## src/rtl/pxalu_pkg.sv

```systemverilog
package pxalu_pkg;

    typedef enum logic [3:0] {
        OP_PASS_A = 4'd0,
        OP_PASS_S = 4'd1,
        OP_ADD    = 4'd2,
        OP_SUB    = 4'd3,
        OP_ADDS   = 4'd4,
        OP_SUBS   = 4'd5,
        OP_ABSD   = 4'd6,
        OP_MIN    = 4'd7,
        OP_MAX    = 4'd8,
        OP_CSEL   = 4'd9,
        OP_THR    = 4'd10
    } op_e;

    typedef enum logic [1:0] {
        CMP_GT   = 2'd0,
        CMP_LT   = 2'd1,
        CMP_EQ   = 2'd2,
        CMP_NONE = 2'd3
    } cmp_e;

    typedef enum logic {
        ST_EMPTY = 1'b0,
        ST_FULL  = 1'b1
    } ost_e;

endpackage

```

## src/rtl/pxalu_operand.sv

```systemverilog
module pxalu_operand
    import pxalu_pkg::*;
#(
    parameter int PIX_W = 8,
    parameter int OP_W  = 4
) (
    input  logic [OP_W-1:0]  op_code,
    input  logic             src_sel,
    input  logic [PIX_W-1:0] b_data,
    input  logic [PIX_W-1:0] const_px,
    output logic [PIX_W-1:0] opnd,
    output logic             need_b
);

    logic uses_second;

    always_comb begin
        unique case (op_code)
            OP_PASS_S, OP_ADD, OP_SUB, OP_ADDS, OP_SUBS,
            OP_ABSD, OP_MIN, OP_MAX, OP_CSEL: uses_second = 1'b1;
            default:                          uses_second = 1'b0;
        endcase
    end

    assign opnd   = src_sel ? const_px : b_data;
    assign need_b = uses_second && !src_sel;

endmodule

```

## src/rtl/pxalu_core.sv

```systemverilog
module pxalu_core
    import pxalu_pkg::*;
#(
    parameter int PIX_W = 8,
    parameter int OP_W  = 4
) (
    input  logic [OP_W-1:0]  op_code,
    input  logic [1:0]       cmp_mode,
    input  logic [PIX_W-1:0] a_px,
    input  logic [PIX_W-1:0] s_px,
    input  logic [PIX_W-1:0] const_px,
    output logic [PIX_W-1:0] result
);

    localparam logic [PIX_W-1:0] PIX_MAX  = {PIX_W{1'b1}};
    localparam logic [PIX_W-1:0] PIX_ZERO = '0;

    logic [PIX_W:0]   sum_x;
    logic [PIX_W:0]   dif_x;
    logic             carry;
    logic             borrow;
    logic [PIX_W-1:0] abs_d;
    logic             a_gt_s;
    logic             a_lt_s;
    logic             a_eq_s;
    logic             cond;

    assign sum_x  = {1'b0, a_px} + {1'b0, s_px};
    assign dif_x  = {1'b0, a_px} - {1'b0, s_px};
    assign carry  = sum_x[PIX_W];
    assign borrow = dif_x[PIX_W];
    assign abs_d  = borrow ? (s_px - a_px) : dif_x[PIX_W-1:0];
    assign a_gt_s = !borrow && (dif_x[PIX_W-1:0] != PIX_ZERO);
    assign a_lt_s = borrow;
    assign a_eq_s = (a_px == s_px);

    always_comb begin
        unique case (cmp_mode)
            CMP_GT:  cond = a_gt_s;
            CMP_LT:  cond = a_lt_s;
            CMP_EQ:  cond = a_eq_s;
            default: cond = 1'b0;
        endcase
    end

    always_comb begin
        unique case (op_code)
            OP_PASS_S: result = s_px;
            OP_ADD:    result = sum_x[PIX_W-1:0];
            OP_SUB:    result = dif_x[PIX_W-1:0];
            OP_ADDS:   result = carry ? PIX_MAX : sum_x[PIX_W-1:0];
            OP_SUBS:   result = borrow ? PIX_ZERO : dif_x[PIX_W-1:0];
            OP_ABSD:   result = abs_d;
            OP_MIN:    result = borrow ? a_px : s_px;
            OP_MAX:    result = borrow ? s_px : a_px;
            OP_CSEL:   result = cond ? const_px : a_px;
            OP_THR:    result = (a_px > const_px) ? PIX_MAX : PIX_ZERO;
            default:   result = a_px;
        endcase
    end

endmodule

```

## src/rtl/pxalu_outreg.sv

```systemverilog
module pxalu_outreg
    import pxalu_pkg::*;
#(
    parameter int PIX_W = 8
) (
    input  logic             clk,
    input  logic             rst_n,
    input  logic             in_ok,
    input  logic [PIX_W-1:0] nxt_data,
    input  logic             out_ready,
    output logic             take,
    output logic             out_valid,
    output logic [PIX_W-1:0] out_data
);

    ost_e state_q;
    ost_e state_d;

    always_comb begin
        state_d = state_q;
        take    = 1'b0;
        unique case (state_q)
            ST_EMPTY: begin
                take = in_ok;
                if (in_ok) state_d = ST_FULL;            // LOAD
            end
            ST_FULL: begin
                take = in_ok && out_ready;
                if (out_ready && !in_ok) state_d = ST_EMPTY; // DRAIN
                else                     state_d = ST_FULL;  // REFILL / HOLD
            end
            default: state_d = ST_EMPTY;
        endcase
    end

    always_ff @(posedge clk) begin
        if (!rst_n) state_q <= ST_EMPTY;
        else        state_q <= state_d;
    end

    always_ff @(posedge clk) begin
        if (!rst_n)    out_data <= '0;
        else if (take) out_data <= nxt_data;
    end

    assign out_valid = (state_q == ST_FULL);

    // a stalled result stays put
    p_hold_r10: assert property (@(posedge clk) disable iff (!rst_n)
        (out_valid && !out_ready) |=> (out_valid && $stable(out_data)));

    // no transfer accepted into a stalled register
    p_no_take_r10: assert property (@(posedge clk) disable iff (!rst_n)
        (out_valid && !out_ready) |-> !take);

endmodule

```

## src/rtl/pxalu_top.sv

```systemverilog
module pxalu_top
    import pxalu_pkg::*;
#(
    parameter int PIX_W = 8,
    parameter int OP_W  = 4
) (
    input  logic             clk,
    input  logic             rst_n,
    input  logic             a_valid,
    input  logic [PIX_W-1:0] a_data,
    output logic             a_ready,
    input  logic             b_valid,
    input  logic [PIX_W-1:0] b_data,
    output logic             b_ready,
    input  logic [OP_W-1:0]  op_code,
    input  logic             src_sel,
    input  logic [1:0]       cmp_mode,
    input  logic [PIX_W-1:0] const_px,
    output logic             out_valid,
    output logic [PIX_W-1:0] out_data,
    input  logic             out_ready
);

    localparam logic [PIX_W-1:0] PIX_MAX = {PIX_W{1'b1}};

    logic [PIX_W-1:0] s_px;
    logic             need_b;
    logic [PIX_W-1:0] res;
    logic             in_ok;
    logic             take;

    pxalu_operand #(.PIX_W(PIX_W), .OP_W(OP_W)) u_opnd (
        .op_code  (op_code),
        .src_sel  (src_sel),
        .b_data   (b_data),
        .const_px (const_px),
        .opnd     (s_px),
        .need_b   (need_b)
    );

    pxalu_core #(.PIX_W(PIX_W), .OP_W(OP_W)) u_core (
        .op_code  (op_code),
        .cmp_mode (cmp_mode),
        .a_px     (a_data),
        .s_px     (s_px),
        .const_px (const_px),
        .result   (res)
    );

    assign in_ok = a_valid && (!need_b || b_valid);

    pxalu_outreg #(.PIX_W(PIX_W)) u_oreg (
        .clk       (clk),
        .rst_n     (rst_n),
        .in_ok     (in_ok),
        .nxt_data  (res),
        .out_ready (out_ready),
        .take      (take),
        .out_valid (out_valid),
        .out_data  (out_data)
    );

    assign a_ready = take;
    assign b_ready = take && need_b;

    // accepted transfer yields a result next cycle
    p_latency_r1: assert property (@(posedge clk) disable iff (!rst_n)
        a_ready |=> out_valid);

    // no acceptance without the data it needs
    p_join_r2: assert property (@(posedge clk) disable iff (!rst_n)
        b_ready |-> (a_ready && a_valid && b_valid));

    p_a_valid_r2: assert property (@(posedge clk) disable iff (!rst_n)
        a_ready |-> a_valid);

    // saturating add never falls below A
    p_sat_add_r4: assert property (@(posedge clk) disable iff (!rst_n)
        (a_ready && op_code == OP_ADDS) |=> (out_data >= $past(a_data)));

    // minimum never exceeds A
    p_min_r5: assert property (@(posedge clk) disable iff (!rst_n)
        (a_ready && op_code == OP_MIN) |=> (out_data <= $past(a_data)));

    // constant source never consumes B
    p_const_no_b_r6: assert property (@(posedge clk) disable iff (!rst_n)
        src_sel |-> !b_ready);

    // threshold output is one of two levels
    p_thr_levels_r9: assert property (@(posedge clk) disable iff (!rst_n)
        (a_ready && op_code == OP_THR) |=> (out_data == '0 || out_data == PIX_MAX));

endmodule

```

## config.mk

```make
export PLATFORM = sky130hd
export DESIGN_NAME = pxalu_top
export DESIGN_NICKNAME = d
export VERILOG_FILES = /design/src/rtl/pxalu_pkg.sv /design/src/rtl/pxalu_operand.sv /design/src/rtl/pxalu_core.sv /design/src/rtl/pxalu_outreg.sv /design/src/rtl/pxalu_top.sv
export SDC_FILE = /design/constraint.sdc
export NUM_CORES = 1
export LEC_CHECK = 0
export BUFFER_PORTS_ARGS = -buffer_cell sky130_fd_sc_hd__buf_4
export CAP_MARGIN = 20
export CORE_MARGIN = 2
export CORE_UTILIZATION = 37
export DETAILED_ROUTE_END_ITERATION = 12
export PLACE_DENSITY = 0.62
export SLEW_MARGIN = 20
export SYNTH_ARGS = -nofsm -noshare
export SYNTH_HDL_FRONTEND = slang
export SYNTH_SLANG_ARGS = --single-unit
```

## constraint.sdc

```tcl
create_clock -name clk -period 6.1 [get_ports clk]
set_clock_uncertainty 0.1 [all_clocks]
set_input_delay 0.305 -clock clk [delete_from_list [all_inputs] [get_ports clk]]
set_output_delay 0.305 -clock clk [all_outputs]
set_load 0.02 [all_outputs]
```

======== Yosys cells after proc, flatten, opt, wreduce, memory -nomap -nowiden ========
Memory sizes are Yosys's and may differ from the RTL's.
Index checks and enable logic that the tools add are counted.
cells by class
  mux-type cells .......................... 14
  bitwise operators ....................... 1
  eq/ne operators ......................... 13
  add/subtract/negate cells ............... 3
  magnitude comparators ................... 1
  reductions and logical operators ........ 13
operators by type and width
  kind                                                 number
  one-hot mux 8 bit (10 select lines)                  1
  two-way mux 8 bit                                    8
  equality test 4 x 3 -> 1 bit, second input constant  4
  equality test 4 bit, second input constant           3
  adder 8 x 8 -> 9 bit                                 1
  subtractor 8 x 8 -> 9 bit                            1
  equality test 4 x 2 -> 1 bit, second input constant  2
  equality test 8 bit                                  1
  > comparator 8 bit                                   1
  nonzero test 8 bit                                   1
  subtractor 8 bit                                     1
  logical AND 1 bit                                    6
  equality test 4 x 1 -> 1 bit, second input constant  1
  logical NOT 1 bit                                    4
  one-hot mux 1 bit (2 select lines)                   2
  one-hot mux 1 bit (3 select lines)                   1
  equality test 2 x 1 -> 1 bit, second input constant  1
  equality test 2 bit, second input constant           1
  logical NOT 2 bit                                    1
  two-way mux 1 bit                                    2
  logical OR 1 bit                                     1
  inverter 1 bit                                       1
word-level totals
  bits in read-only memories .............. 16
  output and inout bits ................... 11
  memories kept ........................... 1
  input bits .............................. 36
  register bits ........................... 9
  word-level logic and storage cells ...... 48
memories
  memory           depth  bits a word  read ports  clocked after Yosys merged registers in  write ports  line                 text
  (no name shown)  16     1            1           0                                        0            pxalu_operand.sv:18  unique case (op_code)

======== Longest topological paths before layout ========
Gate-level depths: netlist (run 1).
  word-level depth ........................ 9
  depth in mapped cells ................... 14
  depth with buffers taken out ............ 13

======== Cells and area by module ========
Synthesis (run 1) repeated with hierarchy kept, for this count alone.
second synthesis, totals
  cells, all modules ...................... 372
  area total of the unflattened synthesis .. 2,803.9 sq um
modules (own cells, without submodules)
  module         sequential area each (sq um)  cells an instance  area an instance (sq um)  instances
  pxalu_core     0.0                           318                2,259.7                   1
  pxalu_outreg   180.2                         39                 376.6                     1
  pxalu_operand  0.0                           12                 150.1                     1
  pxalu_top      0.0                           3                  17.5                      1

======== Least setup slack after synthesis (run 1) ========
No wires, ideal clock.
  kind .................................... input -> register
  from .................................... input port src_sel
  to ...................................... register u_oreg.out_data[7]
  cell stages on the path ................. 12
  setup time .............................. 0.122 ns
  setup slack ............................. 2.385 ns
  arrival ................................. 3.493 ns
  path through ............................ clkbuf_1 mux2i_1 inv_1 ha_1 nand3b_2 a211oi_2 or4_4 a2111oi_4 a2bb2oi_4 mux2i_1 nor2_1 o311a_1
on the way
  word-level cells in the longest chain between the ends .. 7
  elaborated cells between the ends (all ways) .. 23
  those cells by class .................... add/sub: 3; eq/ne: 1; mux: 10; reduce/logical: 9
RTL lines
  item                                                                                       line                                      text
  start, declared                                                                            pxalu_top.sv:16                           input logic src_sel,
  two-way mux 8 bit or logical NOT 1 bit (tied branches)                                     pxalu_operand.sv:25, pxalu_operand.sv:26
  subtractor 8 x 8 -> 9 bit or logical AND 1 bit (tied branches)                             pxalu_core.sv:29, pxalu_operand.sv:26
  nonzero test 8 bit, or another cell as far along                                           pxalu_core.sv:33                          assign a_gt_s = !borrow && (dif_x[PIX_W-1:0] != PIX_ZERO);
  logical AND 1 bit or logical OR 1 bit (tied branches)                                      pxalu_core.sv:33, pxalu_top.sv:50
  one-hot mux 1 bit (3 select lines) or logical AND 1 bit (tied branches)                    pxalu_core.sv:38, pxalu_top.sv:50
  two-way mux 8 bit or logical AND 1 bit (tied branches)                                     pxalu_core.sv:56, pxalu_outreg.sv:28
  one-hot mux 8 bit (10 select lines) or one-hot mux 1 bit (2 select lines) (tied branches)  pxalu_core.sv:47, pxalu_outreg.sv:22
  end signal, assigned                                                                       pxalu_outreg.sv:43                        else if (take) out_data <= nxt_data;
  end, declared                                                                              pxalu_outreg.sv:13                        output logic [PIX_W-1:0] out_data
Parallel ways exist; a longest one is shown, timed or not.
A chain may end at the register's enable or synchronous reset.

======== Worst setup path in the final report (run 1) ========
Same ends and word-level chain as after synthesis.

==> results of run 1 <==
==> state kept, by name, indices dropped and copies added, names as in the netlist <==
signal,flops
u_oreg.out_data,8
u_oreg.out_valid,1
==> power groups by stage <==
stage / sequential (mW) / combinational [mW] / clock, mW
finish: 0.0692 / 0.295 / 0.0726
detailed placement: 0.0703 / 0.289 / 0
global placement: 0.0703 / 0.289 / 0
global route: 0.0698 / 0.322 / 0.0757
floorplan: 0.0760 / 0.195 / 0
CTS: 0.0692 / 0.290 / 0.0730
==> synth_stat cells (3+ instances only) <==
cell / count
ha_1: 37
mux2i_1: 20
nand2b_1: 8
or3_1: 4
a211oi_1: 4
inv_1: 35
o22ai_1: 3
fa_1: 3
nor2b_1: 8
o211ai_1: 9
o21ai_0: 14
a221oi_1: 4
nor3_1: 7
xnor2_1: 5
a31oi_1: 6
dfxtp_1: 9
clkbuf_1: 7
a21o_1: 4
nand3_1: 10
nor2_1: 21
and2_1: 3
a2111oi_0: 4
buf_2: 3
a21boi_0: 4
nand2_1: 27
o41ai_1: 3
a21oi_1: 25
nor4_1: 7
o21bai_1: 7
==> cell type report <==
class | count | area, µm²
Multi-Input combinational cell | 291 | 2206
Sequential cell | 9 | 180.2
Fill cell | 730 | 3745
Timing Repair Buffer | 46 | 345.3
Inverter | 36 | 135.1
Clock buffer | 4 | 45.04
Tap cell | 80 | 100.1
==> how the worst max path moves through the flow <==
stage            start                         endpoint  cells past startpoint
6_report       src_sel  u_oreg.out_data[7]$_SDFFE_PN0P_                     12
5_1_grt        src_sel  u_oreg.out_data[7]$_SDFFE_PN0P_                     12
4_1_cts        src_sel  u_oreg.out_data[7]$_SDFFE_PN0P_                     12
3_5_place_dp   src_sel  u_oreg.out_data[7]$_SDFFE_PN0P_                     12
3_3_place_gp   src_sel  u_oreg.out_data[1]$_SDFFE_PN0P_                     11
2_1_floorplan  src_sel  u_oreg.out_data[7]$_SDFFE_PN0P_                     12
==> cells by family (layout without fill, tap and decap cells) <==
family,Yosys count,count (layout),synth area share (%)
adder cells (fa/ha/maj),40,40,20.29
AO/OA/AOI/OAI,115,115,33.06
XOR/XNOR,7,7,2.379
buffers and inverters,48,86,7.427
flip-flops,9,9,6.990
multiplexers,20,20,7.767
AND/OR/NAND/NOR,109,109,22.09
==> layer usage <==
metal	vias up	GRT usage (%)
li1	1364	-
met1	1288	31.11
met2	104	37.47
met3	14	2.085
met4	0	5.035
met5	-	0
==> placed cells by master (no fill, tap or decap), types with 8 or more instances in the layout <==
cell type  instances
mux2i_1           20
inv_1             35
nand2_1           27
nand3_1           10
dfxtp_1            9
nand2b_1           8
a21oi_1           25
ha_1              37
buf_4             46
o211ai_1           9
nor2b_1            8
nor2_1            21
o21ai_0           14
==> worst register-to-register path: stages, from the launching register on <==
cell and delay, ns:
dfxtp_1 0.30, nand2b_1 0.08, nand2b_1 0.26, a221o_1 0.43, a2111oi_0 0.45, o21ai_1 0.14
o2111a_1 0.15
==> stage by stage <==
stage          instances  area [µm²]
2_1_floorplan        348        2577
3_3_place_gp         462        2967
3_5_place_dp         462        2967
4_1_cts              466        3012
5_1_grt              466        3012
6_report             466        3012
==> metrics.txt, run 1 <==
Num Clock Sinks=9; synth top area cells=ha_1, mux2i_1, dfxtp_1, inv_1, a21oi_1; vias in the first global route=2,623; TritonCTS clock tree=yes; R2R cell count=6; Worst-path clk slew=about 0.050 ns; GRT Total Usage=between 20 and 25%; Tot Pwr=around 0.44 mW; share of layout cells above drive strength 1=~16%; die area=0.007650 mm²; max cap viols=0; Detail Route Antenna Nets=0; power per cell area=144.9 mW/mm²; hold path depth=3; Max FO, Critical Path=10; Startpoint Class=input pin; # DRC=0; uppermost layer routed=met4; Hold Violations, Final=0; initial antenna violation count=0; Starting Density=38.15%; Slew Limit Headroom=roughly 35%; FFs w/ async S/R, synth=0%; Worst Tran Pin Value=0.9692 ns; Synth Flop Type=dfxtp_1; syn avg cell area=7.407 µm²; sw frac=47.39%; hold_ws=0.2734 ns; Die Width=a little under 90 µm; critical path type=in2reg; drt pass-1 iters=5; TritonCTS buffer count=3; Sw Pwr=between 0.2 and 0.25 mW; largest net degree at the start of global routing=17; min Tclk post-route=3.530 ns; # Post-CTS Setup Buffers=0; Worst R2R Start=u_oreg.out_valid$_SDFF_PN0_; met3 wire length=415 µm; sequential power share=15.9%; Synth cell types=65; Post-synth EDFFs=0; Place WS=2.302 ns; slowest stage delay, CP=between 0.5 and 0.6 ns; RSZ-0062 raised after global routing=no; row count=30; fmax=283.3 MHz; yosys warns=0; #FFs+latches synth=9; grt ovf=0; Hold WC Path Type=in2reg; Setup WS post-layout=2.570 ns; final number of setup-violating endpoints=0; IO Pins=47; ant diodes=0; part of the cycle the worst path needs=between 50% and 60%; hold buffers post-CTS=0; global-route wire length before repair=13,460 µm; Max Slew Vio Count=0; Cell Area, Synth=0.002577 mm²; Post-Route WL=roughly 8400 µm; gpl congestion=between 0.8 and 0.9; maximum clock insertion buffer count=2; Crit path buffers/inverters=2; Leakage=between 1 and 1.5 nW; synthesized netlist net count=424; fin nets=approximately 460; PostCTS Resize Cnt=0; vias per std cell=roughly 6; CP arrival=~3.6 ns; Hold Path End=u_oreg.out_valid$_SDFF_PN0_; reg2reg setup slack=4.08 ns; worst path cell trace=buf_4, mux2i_1, inv_1, ha_1, nand3b_2, a211oi_2, or4_4, a2111oi_4, a2bb2oi_4, mux2i_1, nor2_1, o311a_1; Top delay family on crit path=compound AO/OA/AOI/OAI gates; TNS Setup=0 ns; DP Wirelength=~6900 µm; met2 wire len=3857 µm; internal power=0.2296 mW; CORE AREA=0.006756 mm²; r2r endpoint=u_oreg.out_data[1]$_SDFFE_PN0P_; Clock Power Share=16.6%; DR WL/cell=18.03 µm; die height=slightly below 90 µm; combinational fraction of design power=67.5%; Peak VDD IR=0.00006028 V; CTS root buffer=clkbuf_8; First DRT Iteration DRCs=211; area leader, netlist=ha_1; share of the synthesized area in the top cell type=17.96%; DR vias=2,770; hold path start=a_valid; WL met1=just under 4000 µm; Mapped Cells=348; Worst setup EP type=flop; H-tree depth=1; latest clock arrival within the worst-skew pair=0.24 ns; most used cell, CP=mux2i_1; Util after Layout=44.57%; Area Overhead vs Synth=16.84%; Crit-path slowest cell=mux2i_1; Worst EP required=6.13 ns; Seq/Total Area, Yosys=6.990%; port buffer count=46; outcome=completed
No activity file was read; power rests on OpenSTA's default activity.
==> run 2: changes to the inputs <==
==> constraint.sdc (replaced) <==
create_clock -name clk -period 3.28 [get_ports clk]
set_clock_uncertainty 0.1 [all_clocks]
set_input_delay 0.164 -clock clk [delete_from_list [all_inputs] [get_ports clk]]
set_output_delay 0.164 -clock clk [all_outputs]
set_load 0.02 [all_outputs]
==> metrics.txt, run 2 (synthesized netlist as in run 1, its figures left out) <==
die area=0.007650 mm² (unchanged); Slew Limit Headroom=58.83% (+24 points); initial antenna violation count=0 (unchanged); Peak VDD IR=0.0001140 V (+89%); register area=180.2 µm² (unchanged); ant diodes=0 (unchanged); Hold WC Path Type=in2reg; DR vias=2,972 (+7.3%); outcome=completed; commonest non-fill, non-tap cell in the layout=buf_4; Post-Route WL=9029 µm (+7.4%); latest clock arrival within the worst-skew pair=0.23 ns (about the same); CORE AREA=0.006756 mm² (unchanged); Setup WS post-layout=0.1963 ns (-2.374 ns); Die Width=87.47 µm (unchanged); final number of setup-violating endpoints=0 (unchanged); largest register by flop count=u_oreg.out_data; min Tclk post-route=between 3 and 4 ns; port buffer count=46 (unchanged); Clock Power Share=14.5% (-2.1 points); share of layout cells above drive strength 1=26.39% (+10 points); GRT Total Usage=23.82% (+1.4 points); DR WL/cell=17.63 µm (-2.2%); Max FO, Critical Path=8 (-2); most frequent cells in the layout=buf_4, ha_1, inv_1; TritonCTS clock tree=yes; Tot Pwr=0.8958 mW (+110%); hold buffers post-CTS=0 (unchanged); # Post-CTS Setup Buffers=0 (unchanged); power per cell area=264.4 mW/mm² (+82%); grt ovf=0 (unchanged); Startpoint Class=input pin; vias per std cell=5.805 (-2.3%); Leakage=1.582 nW (+17%); critical path type=in2reg; Sw Pwr=0.4036 mW (+95%); sequential power share=14.4% (-1.5 points); # DRC=0 (unchanged); max cap viols=0 (unchanged); Place WS=-0.2636 ns (-2.565 ns); part of the cycle the worst path needs=94.02%; fin nets=509 (+9.9%); vias in the first global route=2,793 (+6.5%); max reg flops=8 (unchanged); PostCTS Resize Cnt=1 (+1); RSZ-0062 raised after global routing=no; IO Pins=47 (unchanged); internal power=0.4922 mW (+110%); fmax=324.3 MHz; gpl congestion=0.9098 (+2.9%); row count=30 (unchanged); TritonCTS buffer count=3 (unchanged); CTS root buffer=clkbuf_8; Max Slew Vio Count=0 (unchanged); Num Clock Sinks=9 (unchanged); Hold Violations, Final=0 (unchanged); Worst EP required=3.30 ns (-2.83 ns); Worst Tran Pin Value=0.6109 ns (-0.3583 ns); combinational fraction of design power=71.1% (+3.6 points); largest net degree at the start of global routing=17 (unchanged); Area Overhead vs Synth=31.46%; Detail Route Antenna Nets=0 (unchanged); die height=87.47 µm (unchanged); global-route wire length before repair=14,130 µm (+5.0%); H-tree depth=1 (unchanged); drt pass-1 iters=4 (-1); fillcell total=704 (-3.6%); First DRT Iteration DRCs=243 (+15%); Worst-path clk slew=0.04 ns (about the same); CP arrival=3.10 ns (-0.45 ns); Starting Density=38.15% (unchanged); maximum clock insertion buffer count=2 (unchanged); sw frac=45.05% (-2.3 points); area occupied by multi-input gates=0.002237 mm² (+1.4%); DP Wirelength=7592 µm (+9.7%); Worst setup EP type=flop
run 2: area by class of cell:
cell class | count | share of cell area (%)
multi-input combinational | 291 | 66.03
clock buffer | 4 | 1.329
sequential | 9 | 5.318
timing repair buffer | 92 | 20.38
tap | 80 | 2.954
inverter | 36 | 3.988
run 2: final timing paths:
path	depth (start not counted)	slack, ns	from	endpoint
setup / recovery	16	0.20	src_sel	u_oreg.out_data[3]$_SDFFE_PN0P_
hold / removal	3	0.13	out_ready	u_oreg.out_valid$_SDFF_PN0_
setup reg to reg	7	1.35	u_oreg.out_valid$_SDFF_PN0_	u_oreg.out_data[3]$_SDFFE_PN0P_
hold reg to reg	2	0.41	u_oreg.out_valid$_SDFF_PN0_	u_oreg.out_valid$_SDFF_PN0_
run 2: layer usage:
metal | track usage [%] | up-vias | part of all wire, %
met1 | 33.07 | 1375 | 45
met5 | 0 | - | 0
met4 | 4.755 | 0 | 1.7
li1 | - | 1462 | -
met3 | 2.559 | 12 | 6.9
met2 | 39.74 | 123 | 46
run 2: power by group through the flow:
| stage | combinational, mW | clock, mW | sequential, mW |
|---|---|---|---|
| floorplan | 0.364 | 0 | 0.141 |
| global placement | 0.611 | 0 | 0.131 |
| detailed placement | 0.616 | 0 | 0.131 |
| CTS | 0.621 | 0.134 | 0.129 |
| global route | 0.691 | 0.141 | 0.130 |
| finish | 0.637 | 0.130 | 0.129 |
run 2: per-stage QoR:
| stage | hold slack, ns | instances | utilization, % | setup TNS (ns) | area (µm²) |
|---|---|---|---|---|---|
| after floorplan | 0.2314 | 348 | - | 0 | 2582 |
| after global placement | 0.3647 | 508 | 49.07 | -0.1796 | 3316 |
| after detailed placement | 0.3776 | 508 | 49.07 | -0.3137 | 3316 |
| after CTS | 0.1309 | 512 | 49.76 | 0 | 3362 |
| after global routing | 0.1501 | 512 | 50.15 | 0 | 3388 |
| final | 0.1322 | 512 | 50.15 | 0 | 3388 |
run 2: worst max-delay path: stages:
cell       delay, ns
buf_4           0.19
mux2i_1         0.29
inv_1           0.12
ha_1            0.21
inv_1           0.08
fa_1            0.22
o21bai_1        0.08
a21oi_1         0.30
o21bai_1        0.12
o22ai_1         0.17
buf_4           0.16
o21bai_1        0.09
a221o_1         0.29
a2111oi_2       0.37
buf_4           0.18
o22ai_1         0.07
==> run 3: changes to the inputs <==
--- a/config.mk
+++ b/config.mk
@@ -10,7 +10,6 @@
 export CORE_MARGIN = 2
 export CORE_UTILIZATION = 37
 export DETAILED_ROUTE_END_ITERATION = 12
-export PLACE_DENSITY = 0.62
 export SLEW_MARGIN = 20
 export SYNTH_ARGS = -nofsm -noshare
 export SYNTH_HDL_FRONTEND = slang
==> metrics.txt, run 3 (synthesized netlist as in run 1, its figures left out) <==
ant diodes=0 (unchanged); most frequent cells in the layout=buf_4, ha_1, inv_1; H-tree depth=1 (unchanged); min Tclk post-route=3.097 ns (+0.01346 ns); DR vias=2,985 (+0.44%); final non-filler cell total=512 (unchanged); CTS root buffer=clkbuf_8; gpl congestion=0.8924 (-1.9%); fin nets=509 (unchanged); Worst-path clk slew=0.05 ns (about the same); Die Width=87.47 µm (unchanged); Hold Violations, Final=0 (unchanged); outcome=completed; CORE AREA=0.006756 mm² (unchanged); vias in the first global route=2,846 (+1.9%); CP endpoint=u_oreg.out_data[1]$_SDFFE_PN0P_; Detail Route Antenna Nets=0 (unchanged); reg2reg setup slack=1.35 ns (about the same); maximum clock insertion buffer count=2 (unchanged); Worst Tran Pin Value=0.6502 ns (+0.03924 ns); power per cell area=265.5 mW/mm² (+0.41%); hold path depth=3 (unchanged); die area=0.007650 mm² (unchanged); max reg flops=8 (unchanged); initial antenna violation count=0 (unchanged); First DRT Iteration DRCs=227 (-6.6%); critical path type=in2reg; latest clock arrival within the worst-skew pair=0.24 ns (about the same); final number of setup-violating endpoints=0 (unchanged); DP Wirelength=7639 µm (+0.62%); fmax=322.9 MHz (-0.43%); IO Pins=47 (unchanged); drt pass-1 iters=5 (+1); # Post-CTS Setup Buffers=0 (unchanged); placed cells=508 (unchanged); Leakage=1.570 nW (-0.76%); CP startpoint=src_sel; commonest non-fill, non-tap cell in the layout=buf_4; vias per std cell=5.830 (+0.44%); r2r endpoint=u_oreg.out_data[1]$_SDFFE_PN0P_; Num Clock Sinks=9 (unchanged); part of the cycle the worst path needs=94.43% (+0.41 points); largest register by flop count=u_oreg.out_data; Hold WC Path Type=in2reg; DR WL/cell=17.89 µm (+1.4%); global-route wire length before repair=14,530 µm (+2.8%); port buffer count=46 (unchanged); largest net degree at the start of global routing=17 (unchanged); Slew Limit Headroom=56.26% (-2.6 points); TNS Setup=0 ns (unchanged); row count=30 (unchanged); die height=87.47 µm (unchanged); TritonCTS buffer count=3 (unchanged); grt ovf=0 (unchanged); PostCTS Resize Cnt=0 (-1); hold buffers post-CTS=0 (unchanged); dpl cell area=0.003316 mm² (unchanged); Worst R2R Start=u_oreg.out_valid$_SDFF_PN0_; final instance area=0.003377 mm² (-0.33%); hold path start=a_valid; max cap viols=0 (unchanged); Peak VDD IR=0.0001423 V (+25%); Startpoint Class=input pin; Max FO, Critical Path=9 (+1); Worst EP required=3.36 ns (+0.06 ns); Area Overhead vs Synth=31.02%; R2R cell count=7 (unchanged); Max Slew Vio Count=0 (unchanged); GRT Total Usage=24.31% (+0.49 points); Post-Route WL=9158 µm (+1.4%); Worst setup EP type=flop; CP arrival=3.18 ns (+0.08 ns); # DRC=0 (unchanged); Starting Density=38.15% (unchanged); TritonCTS clock tree=yes; RSZ-0062 raised after global routing=no; share of layout cells above drive strength 1=26.16% (-0.23 points)
run 3: cell counts in the layout (fill, tap and decap cells not counted):
Identical to the previous run, type by type.
run 3: metrics by stage:
step | util [%] | hold WS [ns] | setup WS [ns] | total power [mW]
2_1_floorplan | - | 0.2314 | 0.002110 | 0.5054
3_3_place_gp | 49.07 | 0.3538 | -0.04160 | 0.7471
3_5_place_dp | 49.07 | 0.3676 | -0.03021 | 0.7501
4_1_cts | 49.74 | 0.1217 | 0.2122 | 0.8901
5_1_grt | 49.98 | 0.1404 | 0.01160 | 0.9647
6_report | 49.98 | 0.1282 | 0.1828 | 0.8965
run 3: report_power, final:
part | internal [mW] | total (mW) | switching, mW
Sequential | 0.120 | 0.129 | 0.00876
Combinational | 0.285 | 0.633 | 0.348
Clock | 0.0851 | 0.134 | 0.0490
Total | 0.491 | 0.897 | 0.406
run 3: worst max-delay path: stages:
cell and delay (ns):
buf_4 0.20, mux2i_2 0.37, inv_1 0.17, ha_1 0.33
nand3b_2 0.15, a211oi_2 0.10, or4_4 0.51, a2111oi_4 0.41
a2bb2oi_4 0.13, buf_4 0.20, mux2i_1 0.12, o21ai_1 0.14
o2111a_1 0.19
run 3: per-layer routing:
layer	global-route usage (%)	routed length, µm	up-vias
met5	0	0	-
met4	3.636	97	0
met3	2.654	594	12
met2	42.22	4403	116
met1	32.86	4064	1396
li1	-	-	1461
run 3: worst min-delay path by stage:
stage | end | slack (ns)
after floorplan | u_oreg.out_valid$_SDFF_PN0_ | 0.23
after global routing | u_oreg.out_data[7]$_SDFFE_PN0P_ | 0.14
after detailed placement | u_oreg.out_data[3]$_SDFFE_PN0P_ | 0.37
after global placement | u_oreg.out_data[3]$_SDFFE_PN0P_ | 0.35
final | u_oreg.out_valid$_SDFF_PN0_ | 0.13
after CTS | u_oreg.out_valid$_SDFF_PN0_ | 0.12
run 3: final cells by class:
class / count / area [µm²]
Fill cell: 708 / 3379
Multi-Input combinational cell: 291 / 2226
Timing Repair Buffer: 92 / 690.7
Sequential cell: 9 / 180.2
Inverter: 36 / 135.1
Tap cell: 80 / 100.1
Clock buffer: 4 / 45.04
